==> src/rtl/bru_pkg.sv <==
package bru_pkg;
    parameter int ADDR_W  = 64;
    parameter int CR_W    = 32;
    parameter int HALF_W  = 32;
    parameter int DISP_W  = 14;
    parameter int FIELD_W = 5;
    parameter int LINK_STEP = 4;

    typedef enum logic [1:0] {
        TGT_REL   = 2'd0,
        TGT_ABS   = 2'd1,
        TGT_SPR_A = 2'd2,
        TGT_SPR_B = 2'd3
    } tgt_src_e;
endpackage

==> src/rtl/bru_cond_eval.sv <==
module bru_cond_eval #(
    parameter int CR_W    = bru_pkg::CR_W,
    parameter int FIELD_W = bru_pkg::FIELD_W
) (
    input  logic [FIELD_W-1:0] bo,
    input  logic [FIELD_W-1:0] bi,
    input  logic [CR_W-1:0]    cr,
    output logic               cond_ok
);
    localparam logic [FIELD_W-1:0] TOP_IDX = FIELD_W'(CR_W - 1);

    logic [FIELD_W-1:0] bit_idx;
    logic               sel_bit;

    always_comb begin
        bit_idx = TOP_IDX - bi;
        sel_bit = cr[bit_idx];
        cond_ok = bo[4] | (sel_bit == bo[3]);
    end

    always_comb begin
        if (bo[4]) begin
            AST_COND_IGNORE: assert (cond_ok);
        end
    end
endmodule

==> src/rtl/bru_ctr_unit.sv <==
module bru_ctr_unit #(
    parameter int ADDR_W  = bru_pkg::ADDR_W,
    parameter int HALF_W  = bru_pkg::HALF_W,
    parameter int FIELD_W = bru_pkg::FIELD_W
) (
    input  logic [FIELD_W-1:0] bo,
    input  logic               mode32,
    input  logic [ADDR_W-1:0]  ctr_in,
    output logic [ADDR_W-1:0]  ctr_out,
    output logic               ctr_we,
    output logic               ctr_ok
);
    logic low_nz;
    logic high_nz;
    logic cnt_nz;

    always_comb begin
        low_nz  = |ctr_in[HALF_W-1:0];
        high_nz = |ctr_in[ADDR_W-1:HALF_W];
        cnt_nz  = mode32 ? low_nz : (low_nz | high_nz);
        ctr_ok  = bo[2] | (cnt_nz ^ bo[1]);
        ctr_we  = ~bo[2];
        ctr_out = bo[2] ? ctr_in : (ctr_in - ADDR_W'(1));
    end

    always_comb begin
        if (ctr_we) begin
            AST_CTR_STEP: assert (ctr_out + ADDR_W'(1) == ctr_in);
        end else begin
            AST_CTR_HOLD: assert (ctr_out == ctr_in);
        end
    end
endmodule

==> src/rtl/bru_target_sel.sv <==
module bru_target_sel #(
    parameter int ADDR_W = bru_pkg::ADDR_W,
    parameter int DISP_W = bru_pkg::DISP_W
) (
    input  logic               indirect,
    input  logic               absolute,
    input  logic [1:0]         xo_sel,
    input  logic [DISP_W-1:0]  disp,
    input  logic [ADDR_W-1:0]  cia,
    input  logic [ADDR_W-1:0]  spr_a,
    input  logic [ADDR_W-1:0]  spr_b,
    output logic [ADDR_W-1:0]  target
);
    import bru_pkg::*;

    localparam logic [ADDR_W-1:0] ALIGN_MASK = ~ADDR_W'(3);

    tgt_src_e          src;
    logic [ADDR_W-1:0] offset;

    always_comb begin
        offset = ADDR_W'($signed({disp, 2'b00}));
        if (indirect) begin
            src = (xo_sel[1] & ~xo_sel[0]) ? TGT_SPR_A : TGT_SPR_B;
        end else begin
            src = absolute ? TGT_ABS : TGT_REL;
        end
    end

    always_comb begin
        unique case (src)
            TGT_REL:   target = cia + offset;
            TGT_ABS:   target = offset;
            TGT_SPR_A: target = spr_a & ALIGN_MASK;
            TGT_SPR_B: target = spr_b & ALIGN_MASK;
            default:   target = '0;
        endcase
    end

    always_comb begin
        if (indirect) begin
            AST_IND_ALIGN: assert (target[1:0] == 2'b00);
        end
    end
endmodule

==> src/rtl/bru_top.sv <==
module bru_top #(
    parameter int ADDR_W  = bru_pkg::ADDR_W,
    parameter int CR_W    = bru_pkg::CR_W,
    parameter int HALF_W  = bru_pkg::HALF_W,
    parameter int DISP_W  = bru_pkg::DISP_W,
    parameter int FIELD_W = bru_pkg::FIELD_W
) (
    input  logic [ADDR_W-1:0]  cia,
    input  logic               indirect,
    input  logic               absolute,
    input  logic [DISP_W-1:0]  disp,
    input  logic [1:0]         xo_sel,
    input  logic [FIELD_W-1:0] bo,
    input  logic [FIELD_W-1:0] bi,
    input  logic               lk,
    input  logic               mode32,
    input  logic [CR_W-1:0]    cr,
    input  logic [ADDR_W-1:0]  ctr_in,
    input  logic [ADDR_W-1:0]  spr_a,
    input  logic [ADDR_W-1:0]  spr_b,
    output logic [ADDR_W-1:0]  nia,
    output logic               nia_valid,
    output logic               lr_we,
    output logic [ADDR_W-1:0]  lr_value,
    output logic [ADDR_W-1:0]  ctr_out,
    output logic               ctr_we
);
    localparam logic [ADDR_W-1:0] STEP = ADDR_W'(bru_pkg::LINK_STEP);

    logic cond_ok;
    logic ctr_ok;

    bru_cond_eval #(.CR_W(CR_W), .FIELD_W(FIELD_W)) u_cond (
        .bo      (bo),
        .bi      (bi),
        .cr      (cr),
        .cond_ok (cond_ok)
    );

    bru_ctr_unit #(.ADDR_W(ADDR_W), .HALF_W(HALF_W), .FIELD_W(FIELD_W)) u_ctr (
        .bo      (bo),
        .mode32  (mode32),
        .ctr_in  (ctr_in),
        .ctr_out (ctr_out),
        .ctr_we  (ctr_we),
        .ctr_ok  (ctr_ok)
    );

    bru_target_sel #(.ADDR_W(ADDR_W), .DISP_W(DISP_W)) u_tgt (
        .indirect (indirect),
        .absolute (absolute),
        .xo_sel   (xo_sel),
        .disp     (disp),
        .cia      (cia),
        .spr_a    (spr_a),
        .spr_b    (spr_b),
        .target   (nia)
    );

    always_comb begin
        nia_valid = cond_ok & ctr_ok;
        lr_we     = lk;
        lr_value  = cia + STEP;
    end

    always_comb begin
        if (nia_valid) begin
            AST_VALID_GATE: assert (cond_ok && ctr_ok);
        end
        if (bo[2]) begin
            AST_NOTEST_PASS: assert (ctr_ok);
        end
        AST_LINK_STEP: assert (lr_value - cia == STEP);
    end
endmodule

==> config.mk <==
export PLATFORM = sky130hd
export DESIGN_NAME = bru_top
export DESIGN_NICKNAME = d
export VERILOG_FILES = /design/src/rtl/bru_pkg.sv /design/src/rtl/bru_cond_eval.sv /design/src/rtl/bru_ctr_unit.sv /design/src/rtl/bru_target_sel.sv /design/src/rtl/bru_top.sv
export SDC_FILE = /design/constraint.sdc
export NUM_CORES = 1
export LEC_CHECK = 0
export ABC_AREA = 1
export BUFFER_PORTS_ARGS = -buffer_cell sky130_fd_sc_hd__buf_4
export CORE_AREA = 2 2 199 201
export DETAILED_ROUTE_END_ITERATION = 7
export DIE_AREA = 0 0 201 203
export GPL_TIMING_DRIVEN = 0
export SLEW_MARGIN = 40
export SYNTH_ARGS = -nofsm -noshare
export SYNTH_HDL_FRONTEND = slang
export SYNTH_SLANG_ARGS = --single-unit
export TNS_END_PERCENT = 5
==> constraint.sdc <==
create_clock -name vclk -period 2.1
set_input_delay 0.21 -clock vclk [all_inputs]
set_output_delay 0.21 -clock vclk [all_outputs]
set_load 0.01 [all_outputs]
After elaboration in Yosys (flattened, before gate mapping)
Cells that the tools add are included.

word-level totals
  output and inout bits = 195
  register bits = 0
  bits of input ports = 318
  logic and storage cells = 28

cells by class
  bitwise operators = 8
  order comparisons = 1
  reductions and logical operators = 3
  add/sub/neg operators = 4
  equality and inequality tests = 4
  multiplexer cells = 8

operators by type and width
  kind                     count
  $pmux W64 S4             1
  $add A64 B3 Y64 const B  1
  $add A64 B64 Y64         1
  $mux W64                 1
  $reduce_or A32 Y1        2
  $sub A64 B1 Y64 const B  1
  $lt A5 B6 Y1 const B     1
  $bmux W1 S5              1
  $sub A5 B5 Y5 const A    1
  $eq A2 B2 Y1 const B     2
  $mux W1                  4
  $or A1 B1 Y1             3
  $and A1 B1 Y1            2
  $eq A2 B1 Y1 const B     1
  $logic_not A2 Y1         1
  $mux W2                  1
  $not A1 Y1               2
  $eq A1 B1 Y1             1
  $xor A1 B1 Y1            1

Longest topological paths before layout
Gate-level depths: netlist of run 1.

  depth after elaboration = 6
  depth in mapped cells = 17

Modules after synthesis
From an unflattened synthesis of run 1, not the netlist that was laid out.

unflattened totals
  cells, all modules = 2460
  area total of the unflattened synthesis = 11703.7 um^2

by module, submodules not included
  module          cells each  times used  sequential area each (um^2)  area each (um^2)
  bru_target_sel  1444        1           0.0                          6854.1
  bru_ctr_unit    494         1           0.0                          2362.3
  bru_top         441         1           0.0                          2080.7
  bru_cond_eval   81          1           0.0                          406.6

Least setup slack after synthesis of run 1
OpenSTA, ideal clock, no wires.

  path type = input -> output
  from = input cia[2]
  to = output nia[62]
  data required time = 1.890 ns
  stages on the path = 15
  data arrival time = 1.828 ns
  path slack = 0.062 ns
  cells stage by stage = ha_1 -> fa_1 -> nand3_1 -> nand3_1 -> nand2_1 -> nand2_1 -> nand2_1 -> nand2_1 -> nand2_1 -> nand2_1 -> nand2_1 -> nand3_1 -> nand2_1 -> nand2_1 -> nand2_1

on the way
  longest elaborated chain between the ends = 2

RTL lines
  what              RTL line              text
  from (decl)       bru_top.sv:8          input logic [ADDR_W-1:0] cia,
  $add A64 B64 Y64  bru_target_sel.sv:32  TGT_REL: target = cia + offset;
  $pmux W64 S4      bru_target_sel.sv:31  unique case (src)
  to (decl)         bru_top.sv:21         output logic [ADDR_W-1:0] nia,

No other way between the ends.

Worst setup path in the final report of run 1
  from = input cia[2]
  to = output nia[54]

The elaborated chain is that of the path after synthesis.

==> impl_metrics.py, run 1 <==
metrics = {
    "outcome": {
        "status": "finished with violations",
        "violations": "negative setup slack",
    },
    "timing": {
        "finalCritPeriodShare_pct": 113.0,
        "hold-worst-slack_ns": 0.5963,
        "setup-violations-final": 56,
        "max_freq_mhz": 421.5,
        "rsz0062_at_grt": "yes",
        "slew_viol_final": 0,
        "relSlewSlack_pct": 46.63,
        "finalWorstSetupSlack_ns": -0.2725,
        "tightest_slew_ns": 0.8006,
        "finalWorstPathRequiredPeriod_ns": 2.372,
        "hold_viol": 0,
    },
    "floorplanning": {
        "initial_core_util_pct": 28.00,
        "die-area_um2": 40800,
        "core-area_um2": 38470,
        "num_io_pins": 513,
        "rows": 72,
        "die_x_um": 201,
        "die_h_um": 203,
    },
    "logic_synthesis": {
        "synthTopCellsByArea": "nand2_1 31%, inv_1 13%, nor2_1 9.1%, xor2_1 8.0%, ha_1 7.4%",
        "synth_area_um2": 10770,
        "seq_area_frac_synth_pct": 0,
        "ys_warn_count": 0,
        "yosysUniqueCellTypes": 40,
        "yosysMostFrequentCell": "nand2_1",
        "syn_inst": 2224,
        "syn-mean-instance-area_um2": 4.843,
        "ys_top_cells_by_count": "887 x nand2_1, 382 x inv_1, 262 x nor2_1",
        "synth_fp_nets": 2607,
        "synth.largest_area_cell": "nand2_1",
        "synth_top_area_share_pct": 30.91,
    },
    "critical_path": {
        "crit_type": "in2out",
        "startpoint": "cia[2]",
        "crit_path_max_fanout": 5,
        "setup.worst_path.end": "nia[54]",
        "start_kind": "input port",
        "endpoint_kind": "output port",
        "cp.arrival_ns": 2.16,
        "worstPathRequired_ns": 1.89,
    },
    "global_route": {
        "grt_max_degree": 13,
        "grt_pass1_wl_um": 93830,
        "grt_antenna_before_repair": 0,
        "top_usage_layer": "met2",
        "grt_use_total_pct": 29.50,
        "grt_use_met3_pct": 2.777,
        "met2_usage_pct": 56.61,
        "grt_pass1_vias": 16270,
        "met1_usage_pct": 34.95,
        "gr-total-overflow": 0,
    },
    "layout": {
        "antennaDiodeCount": 0,
        "final_layout_size_suffix_gt1_share_pct": 35.79,
        "nets": 3182,
        "seq_area_um2": 0,
        "final_cells": 3315,
        "area_growth_pct": 67.62,
        "seq_cells": 0,
        "clock_buffers": 0,
    },
    "route": {
        "routed_wl_um": 63660,
        "num_vias": 16440,
        "wl_per_cell_um": 19.20,
        "vias_per_cell": 4.960,
        "route.detailed.drc": 0,
        "firstDrtPassIters": 6,
        "detail-route-antenna-nets": 0,
        "dr.first_iter.drc_count": 1185,
    },
    "placed_design": {
        "finalWeightedCongestion": 0.9789,
        "port_buffers": 505,
        "hpwlAfterDp_um": 54550,
        "dp_cells": 3247,
        "dp_slack_ns": -0.8625,
    },
    "power": {
        "ir_drop_mv": 0.1216,
        "power_density_nw_per_um2": 246.4,
        "p_leak_nw": 9.448,
    },
    "flow_run": {
        "cap_violations": 0,
    },
    "worst_hold_path": {
        "holdCritPathClass": "in2out",
        "min_from": "lk",
    },
    "clocking": {
        "postCtsHoldBufs": 0,
    },
}
placed cells by master, fill, tap and decap left out, drive strengths merged:
| cell | synthesis | layout |
|---|---|---|
| o21bai | 9 | 9 |
| nand3b | 19 | 19 |
| a21oi | 56 | 56 |
| nand2 | 895 | 895 |
| nand4 | 69 | 69 |
| fa | 1 | 1 |
| o21ai | 18 | 18 |
| ha | 64 | 64 |
| buf | 5 | 577 |
| and3 | 1 | 1 |
| nor2 | 282 | 282 |
| xor2 | 98 | 98 |
| or3 | 1 | 1 |
| and2 | 3 | 3 |
| nor4 | 16 | 16 |
| o21a | 1 | 1 |
| clkbuf | 24 | 25 |
| inv | 391 | 391 |
| or2 | 2 | 2 |
| clkinv | 2 | 2 |
| nor3 | 50 | 50 |
| nand3 | 134 | 134 |
| nor3b | 1 | 1 |
| a221oi | 37 | 37 |
| nor4b | 1 | 1 |
| xnor2 | 44 | 44 |
worst max-delay path, stage by stage:
cell	delay, ns
buf_12	0.11
ha_4	0.15
fa_2	0.36
nand3_2	0.10
nand3_4	0.12
nand4_1	0.11
nand3b_1	0.23
buf_4	0.23
nand2_4	0.05
nand4_1	0.15
nand3_4	0.13
nand2_2	0.07
buf_6	0.13
stage by stage:
stage / util (%) / total power [mW] / instance area, µm² / setup TNS (ns)
after floorplan: - / 1.790 / 10770 / 0
after global placement: 39.54 / 3.551 / 15210 / -38.67
after detailed placement: 39.54 / 3.551 / 15210 / -39.12
after CTS: 45.34 / 4.211 / 17440 / -5.628
after global routing: 46.93 / 4.785 / 18050 / -12.91
final: 46.93 / 4.448 / 18050 / -6.162
metal layers:
layer | routed length, µm | share of wire (%) | up-vias
met3 | 3696 | 5.8 | 83
li1 | - | - | 8089
met2 | 32280 | 51 | 671
met1 | 25770 | 40 | 7598
met5 | 0 | 0 | -
met4 | 1918 | 3.0 | 0
power breakdown:
group | total [mW] | switching [mW] | internal [mW]
logic | 4.45 | 2.53 | 1.92
registers | 0 | 0 | 0
clock network | 0 | 0 | 0
worst min-delay path by stage:
stage,end,slack (ns),cells after the start
2_1_floorplan,lr_value[2],0.46,1
3_3_place_gp,lr_we,0.60,2
3_5_place_dp,lr_we,0.60,2
4_1_cts,lr_we,0.60,2
5_1_grt,lr_we,0.60,2
6_report,lr_we,0.60,2
cell families after synthesis:
family | after synthesis | synth area share, %
buffers and inverters | 422 | 14.85
adders and majority gates | 65 | 7.621
xor gates and xnor gates | 142 | 11.55
AOI/OAI and AO/OA | 121 | 7.144
and+or+nand+nor | 1474 | 58.84
final cells by class:
cell class | instances | area [µm²]
buffer | 29 | 125.1
fill | 4150 | 20410
inverter | 393 | 1480
multi-input combinational | 1802 | 11290
tap | 518 | 648.1
timing repair buffer | 573 | 4506
what timing repair did:
item | CTS | global route
endpoints found under the setup margin | 96 | 104
resized for setup | 370 | 140
buffers inserted | 54 | 8
cloned | 6 | 0
pin swaps | 93 | 40
Note: power is estimated with default switching activity, not from simulation.
==> inputs of run 2 (changes only) <==
--- a/config.mk
+++ b/config.mk
@@ -11,7 +11,9 @@
 export DETAILED_ROUTE_END_ITERATION = 7
 export DIE_AREA = 0 0 201 203
 export GPL_TIMING_DRIVEN = 0
-export SLEW_MARGIN = 40
+export MAX_ROUTING_LAYER = met4
+export RECOVER_POWER = 50
+export SLEW_MARGIN = 30
 export SYNTH_ARGS = -nofsm -noshare
 export SYNTH_HDL_FRONTEND = slang
 export SYNTH_SLANG_ARGS = --single-unit
==> run 2 against run 1 <==
  * The run still ends with negative setup slack left
  * Flip-flop and latch count stayed put
  * Critical path depth unchanged
  * Clock-buffer cell count is the same
==> impl_metrics.py, run 2 (synthesized netlist as in run 1, its figures left out) <==
metrics = {
    "placed_design": {
        "port_buffers": 505,
        "dp_cells": 3247,
        "finalWeightedCongestion": 0.9976,
        "hpwlAfterDp_um": 54690,
        "dp_slack_ns": -0.8667,
    },
    "global_route": {
        "grt_pass1_wl_um": 93700,
        "gr-total-overflow": 0,
        "grt_pass1_vias": 16220,
        "grt_max_degree": 14,
        "grt_antenna_before_repair": 1,
        "grt_use_total_pct": 30.21,
    },
    "critical_path": {
        "endpoint_kind": "output port",
        "start_kind": "input port",
        "setup.worst_path.end": "nia[28]",
        "crit_path_max_fanout": 4,
        "worstPathRequired_ns": 1.89,
        "cp.arrival_ns": 2.08,
        "crit_type": "in2out",
        "startpoint": "cia[2]",
    },
    "floorplanning": {
        "num_io_pins": 513,
        "initial_core_util_pct": 28.00,
        "core-area_um2": 38470,
        "die_h_um": 203,
        "die_x_um": 201,
        "rows": 72,
        "die-area_um2": 40800,
    },
    "route": {
        "wl_per_cell_um": 19.08,
        "dr.first_iter.drc_count": 1096,
        "firstDrtPassIters": 7,
        "route.detailed.drc": 0,
        "detail-route-antenna-nets": 0,
        "num_vias": 16520,
        "vias_per_cell": 4.989,
        "routed_wl_um": 63140,
    },
    "timing": {
        "hold_viol": 0,
        "finalCritPeriodShare_pct": 109.2,
        "max_freq_mhz": 436.0,
        "setup-violations-final": 56,
        "finalWorstPathRequiredPeriod_ns": 2.294,
        "rsz0062_at_grt": "yes",
        "relSlewSlack_pct": 43.62,
        "finalWorstSetupSlack_ns": -0.1938,
        "hold-worst-slack_ns": 0.6300,
        "tightest_slew_ns": 0.8457,
        "slew_viol_final": 0,
    },
    "layout": {
        "area_growth_pct": 65.83,
        "layout_commonest_cell": "nand2_1",
        "seq_area_um2": 0,
        "final_cells": 3310,
        "nets": 3176,
        "seq_cells": 0,
        "final_cell_mix": "777 x nand2_1, 548 x buf_4, 360 x inv_1",
        "final_layout_size_suffix_gt1_share_pct": 35.18,
        "clock_buffers": 0,
    },
    "worst_hold_path": {
        "holdCritPathClass": "in2out",
    },
    "power": {
        "power_density_nw_per_um2": 245.2,
        "ir_drop_mv": 0.1202,
        "p_leak_nw": 9.323,
    },
    "clocking": {
        "postCtsHoldBufs": 0,
    },
    "outcome": {
        "status": "finished with violations",
        "violations": "negative setup slack",
    },
    "flow_run": {
        "cap_violations": 0,
    },
}
==> run 2: layer usage <==
| metal | GRT usage (%) | share of wire, % | vias to the layer above |
|---|---|---|---|
| li1 | - | - | 8090 |
| met1 | 35.72 | 41 | 7669 |
| met2 | 54.78 | 50 | 643 |
| met3 | 2.536 | 5.6 | 113 |
| met4 | 8.201 | 3.5 | 0 |
| met5 | - | 0 | - |
==> run 2: how the worst min path moves through the flow <==
stage	start	endpoint	slack (ns)	cells after the start
floorplan	cia[2]	lr_value[2]	0.46	1
global placement	lk	lr_we	0.60	2
detailed placement	lk	lr_we	0.60	2
CTS	lk	lr_we	0.60	2
global route	lk	lr_we	0.64	2
finish	lk	lr_we	0.63	2
==> run 2: power by group <==
part	leakage, nW	total (mW)	internal, mW	switching [mW]
logic	9.32	4.38	1.87	2.51
clock network	0.00000634	0.0000000639	0.0000000639	0
registers	0	0	0	0
total	9.32	4.38	1.87	2.51
==> run 2: repair_timing <==
| item | 4_1_cts | 5_1_grt |
|---|---|---|
| endpoints found under the setup margin | 98 | 106 |
| gates cloned | 4 | 0 |
| resized for setup | 351 | 152 |
| pin swaps | 76 | 56 |
| setup buffers | 38 | 20 |
==> run 2: stage by stage <==
stage               utilization [%]  area [µm²]  total power, mW  setup TNS, ns
floorplan                         -       10770            1.790              0
global placement              39.54       15210            3.554         -39.32
detailed placement            39.54       15210            3.555         -39.71
CTS                           44.56       17140            4.131         -5.817
global route                  46.43       17860            4.714         -13.45
finish                        46.43       17860            4.379         -5.664
==> run 2: critical path, cell delays in order <==
cell,delay (ns)
buf_12,0.11
ha_4,0.15
fa_2,0.36
buf_4,0.17
nand3_1,0.08
nand3b_1,0.15
nand2_1,0.12
nand2_2,0.12
buf_4,0.18
a21oi_4,0.12
o21ai_2,0.11
nand2_1,0.08
buf_4,0.12
==> run 2: area by class of cell <==
class	count	area, µm²
Tap cell	518	648.1
Fill cell	4184	20610
Buffer	29	123.9
Multi-Input combinational cell	1802	11180
Inverter	393	1491
Antenna cell	1	2.502
Timing Repair Buffer	567	4417
==> inputs of run 3 (changes only) <==
--- a/config.mk
+++ b/config.mk
@@ -7,9 +7,9 @@
 export LEC_CHECK = 0
 export ABC_AREA = 1
 export BUFFER_PORTS_ARGS = -buffer_cell sky130_fd_sc_hd__buf_4
-export CORE_AREA = 2 2 199 201
+export CORE_AREA = 2 2 201 203
 export DETAILED_ROUTE_END_ITERATION = 7
-export DIE_AREA = 0 0 201 203
+export DIE_AREA = 0 0 203 205
 export GPL_TIMING_DRIVEN = 0
 export MAX_ROUTING_LAYER = met4
 export RECOVER_POWER = 50
==> constraint.sdc (replaced) <==
create_clock -name vclk -period 2.9
set_input_delay 0.29 -clock vclk [all_inputs]
set_output_delay 0.29 -clock vclk [all_outputs]
set_load 0.01 [all_outputs]
==> run 3 against run 2 <==
  * The flow now finishes without violations
  * Final cell count decreased by 1.6%
  * Critical path type unchanged
  * Design area is 15% lower
  * Setup slack better by 0.29 ns
  * Global-route usage down 2.7 points
==> impl_metrics.py, run 3 (synthesized netlist as in run 1, its figures left out) <==
metrics = {
    "route": {
        "dr.first_iter.drc_count": 1050,
        "firstDrtPassIters": 6,
        "wl_per_cell_um": 18.13,
        "detail-route-antenna-nets": 0,
        "num_vias": 15900,
        "route.detailed.drc": 0,
        "routed_wl_um": 59050,
        "vias_per_cell": 4.881,
    },
    "timing": {
        "finalCritPeriodShare_pct": 96.72,
        "rsz0062_at_grt": "yes",
        "slew_viol_final": 0,
        "finalWorstPathRequiredPeriod_ns": 2.805,
        "relSlewSlack_pct": 40.24,
        "hold_viol": 0,
        "hold-worst-slack_ns": 0.7900,
        "setup-violations-final": 0,
        "tightest_slew_ns": 0.8931,
        "finalWorstSetupSlack_ns": 0.09521,
        "max_freq_mhz": 356.5,
    },
    "layout": {
        "seq_cells": 0,
        "fillCellCount": 4586,
        "multi_input_area_um2": 9316,
        "final_cell_mix": "883 x nand2_1, 447 x buf_4, 384 x inv_1",
        "nets": 3116,
        "clock_buffers": 0,
        "layout_commonest_cell": "nand2_1",
        "area_growth_pct": 40.79,
        "seq_area_um2": 0,
        "final_layout_size_suffix_gt1_share_pct": 19.92,
    },
    "global_route": {
        "grt_antenna_before_repair": 2,
        "grt_max_degree": 51,
        "grt_use_total_pct": 27.54,
        "grt_pass1_wl_um": 85890,
        "gr-total-overflow": 0,
        "grt_pass1_vias": 15370,
    },
    "outcome": {
        "status": "finished clean",
    },
    "power": {
        "p_leak_nw": 8.369,
        "power_density_nw_per_um2": 171.7,
        "p_total_mw": 2.604,
        "ir_drop_mv": 0.09250,
    },
    "critical_path": {
        "crit_type": "in2out",
        "crit_path_max_fanout": 50,
        "worstPathRequired_ns": 2.61,
        "endpoint_kind": "output port",
        "start_kind": "input port",
        "cp.arrival_ns": 2.51,
    },
    "placed_design": {
        "hpwlAfterDp_um": 53410,
        "finalWeightedCongestion": 1.015,
        "port_buffers": 505,
        "dp_slack_ns": -0.2285,
    },
    "floorplanning": {
        "die_h_um": 205,
        "rows": 73,
        "die_x_um": 203,
        "initial_core_util_pct": 27.36,
        "num_io_pins": 513,
        "core-area_um2": 39370,
        "die-area_um2": 41620,
    },
    "clocking": {
        "postCtsHoldBufs": 0,
    },
    "flow_run": {
        "cap_violations": 0,
    },
    "worst_hold_path": {
        "holdCritPathClass": "in2out",
    },
}
[run 3: stage by stage]
stage / TNS, ns / area, µm² / instances / utilization, %
6_report: 0 / 15160 / 3258 / 38.52
5_1_grt: -0.08299 / 15160 / 3258 / 38.52
4_1_cts: 0 / 15270 / 3254 / 38.78
3_5_place_dp: -2.151 / 15220 / 3254 / 38.67
3_3_place_gp: -1.742 / 15220 / 3254 / 38.66
2_1_floorplan: 0 / 10770 / 2224 / -
[run 3: area by class of cell]
cell class | instances | share of cell area (%)
Multi-Input combinational cell | 1802 | 61.44
Timing Repair Buffer | 507 | 23.65
Inverter | 393 | 9.737
Tap cell | 525 | 4.332
Buffer | 29 | 0.8086
Antenna cell | 2 | 0.03301
[run 3: critical path: stages]
cell and delay (ns):
buf_12 0.17, ha_1 0.45, nand2_1 0.13, nor2_1 0.21, inv_1 0.12, nor2_2 0.20
a21oi_1 0.10, nand2_1 0.19, nand2_1 0.11, nand2_1 0.07, nand2_1 0.04, nand2_1 0.07
nand2_1 0.06, nand2_1 0.12, buf_4 0.13
[run 3: where the power goes]
group	internal (mW)	switching, mW
sequential	0	0
clock	0.0000000928	0
combinational	1.04	1.57
[run 3: final timing paths]
| path | depth (start not counted) | end | startpoint |
|---|---|---|---|
| max | 15 | nia[63] | disp[13] |
| min | 2 | lr_we | lk |
[run 3: timing repair]
action | in CTS | in global routing
pin swaps | 0 | 2
buffers inserted | 0 | 2
resized for setup | 13 | 59
endpoints found under the setup margin | 27 | 36
[run 3: layer usage]
metal / part of all wire, % / global-route usage [%]
met5: 0 / -
met3: 6.6 / 2.386
met1: 42 / 32.82
met2: 48 / 48.87
met4: 3.6 / 8.942
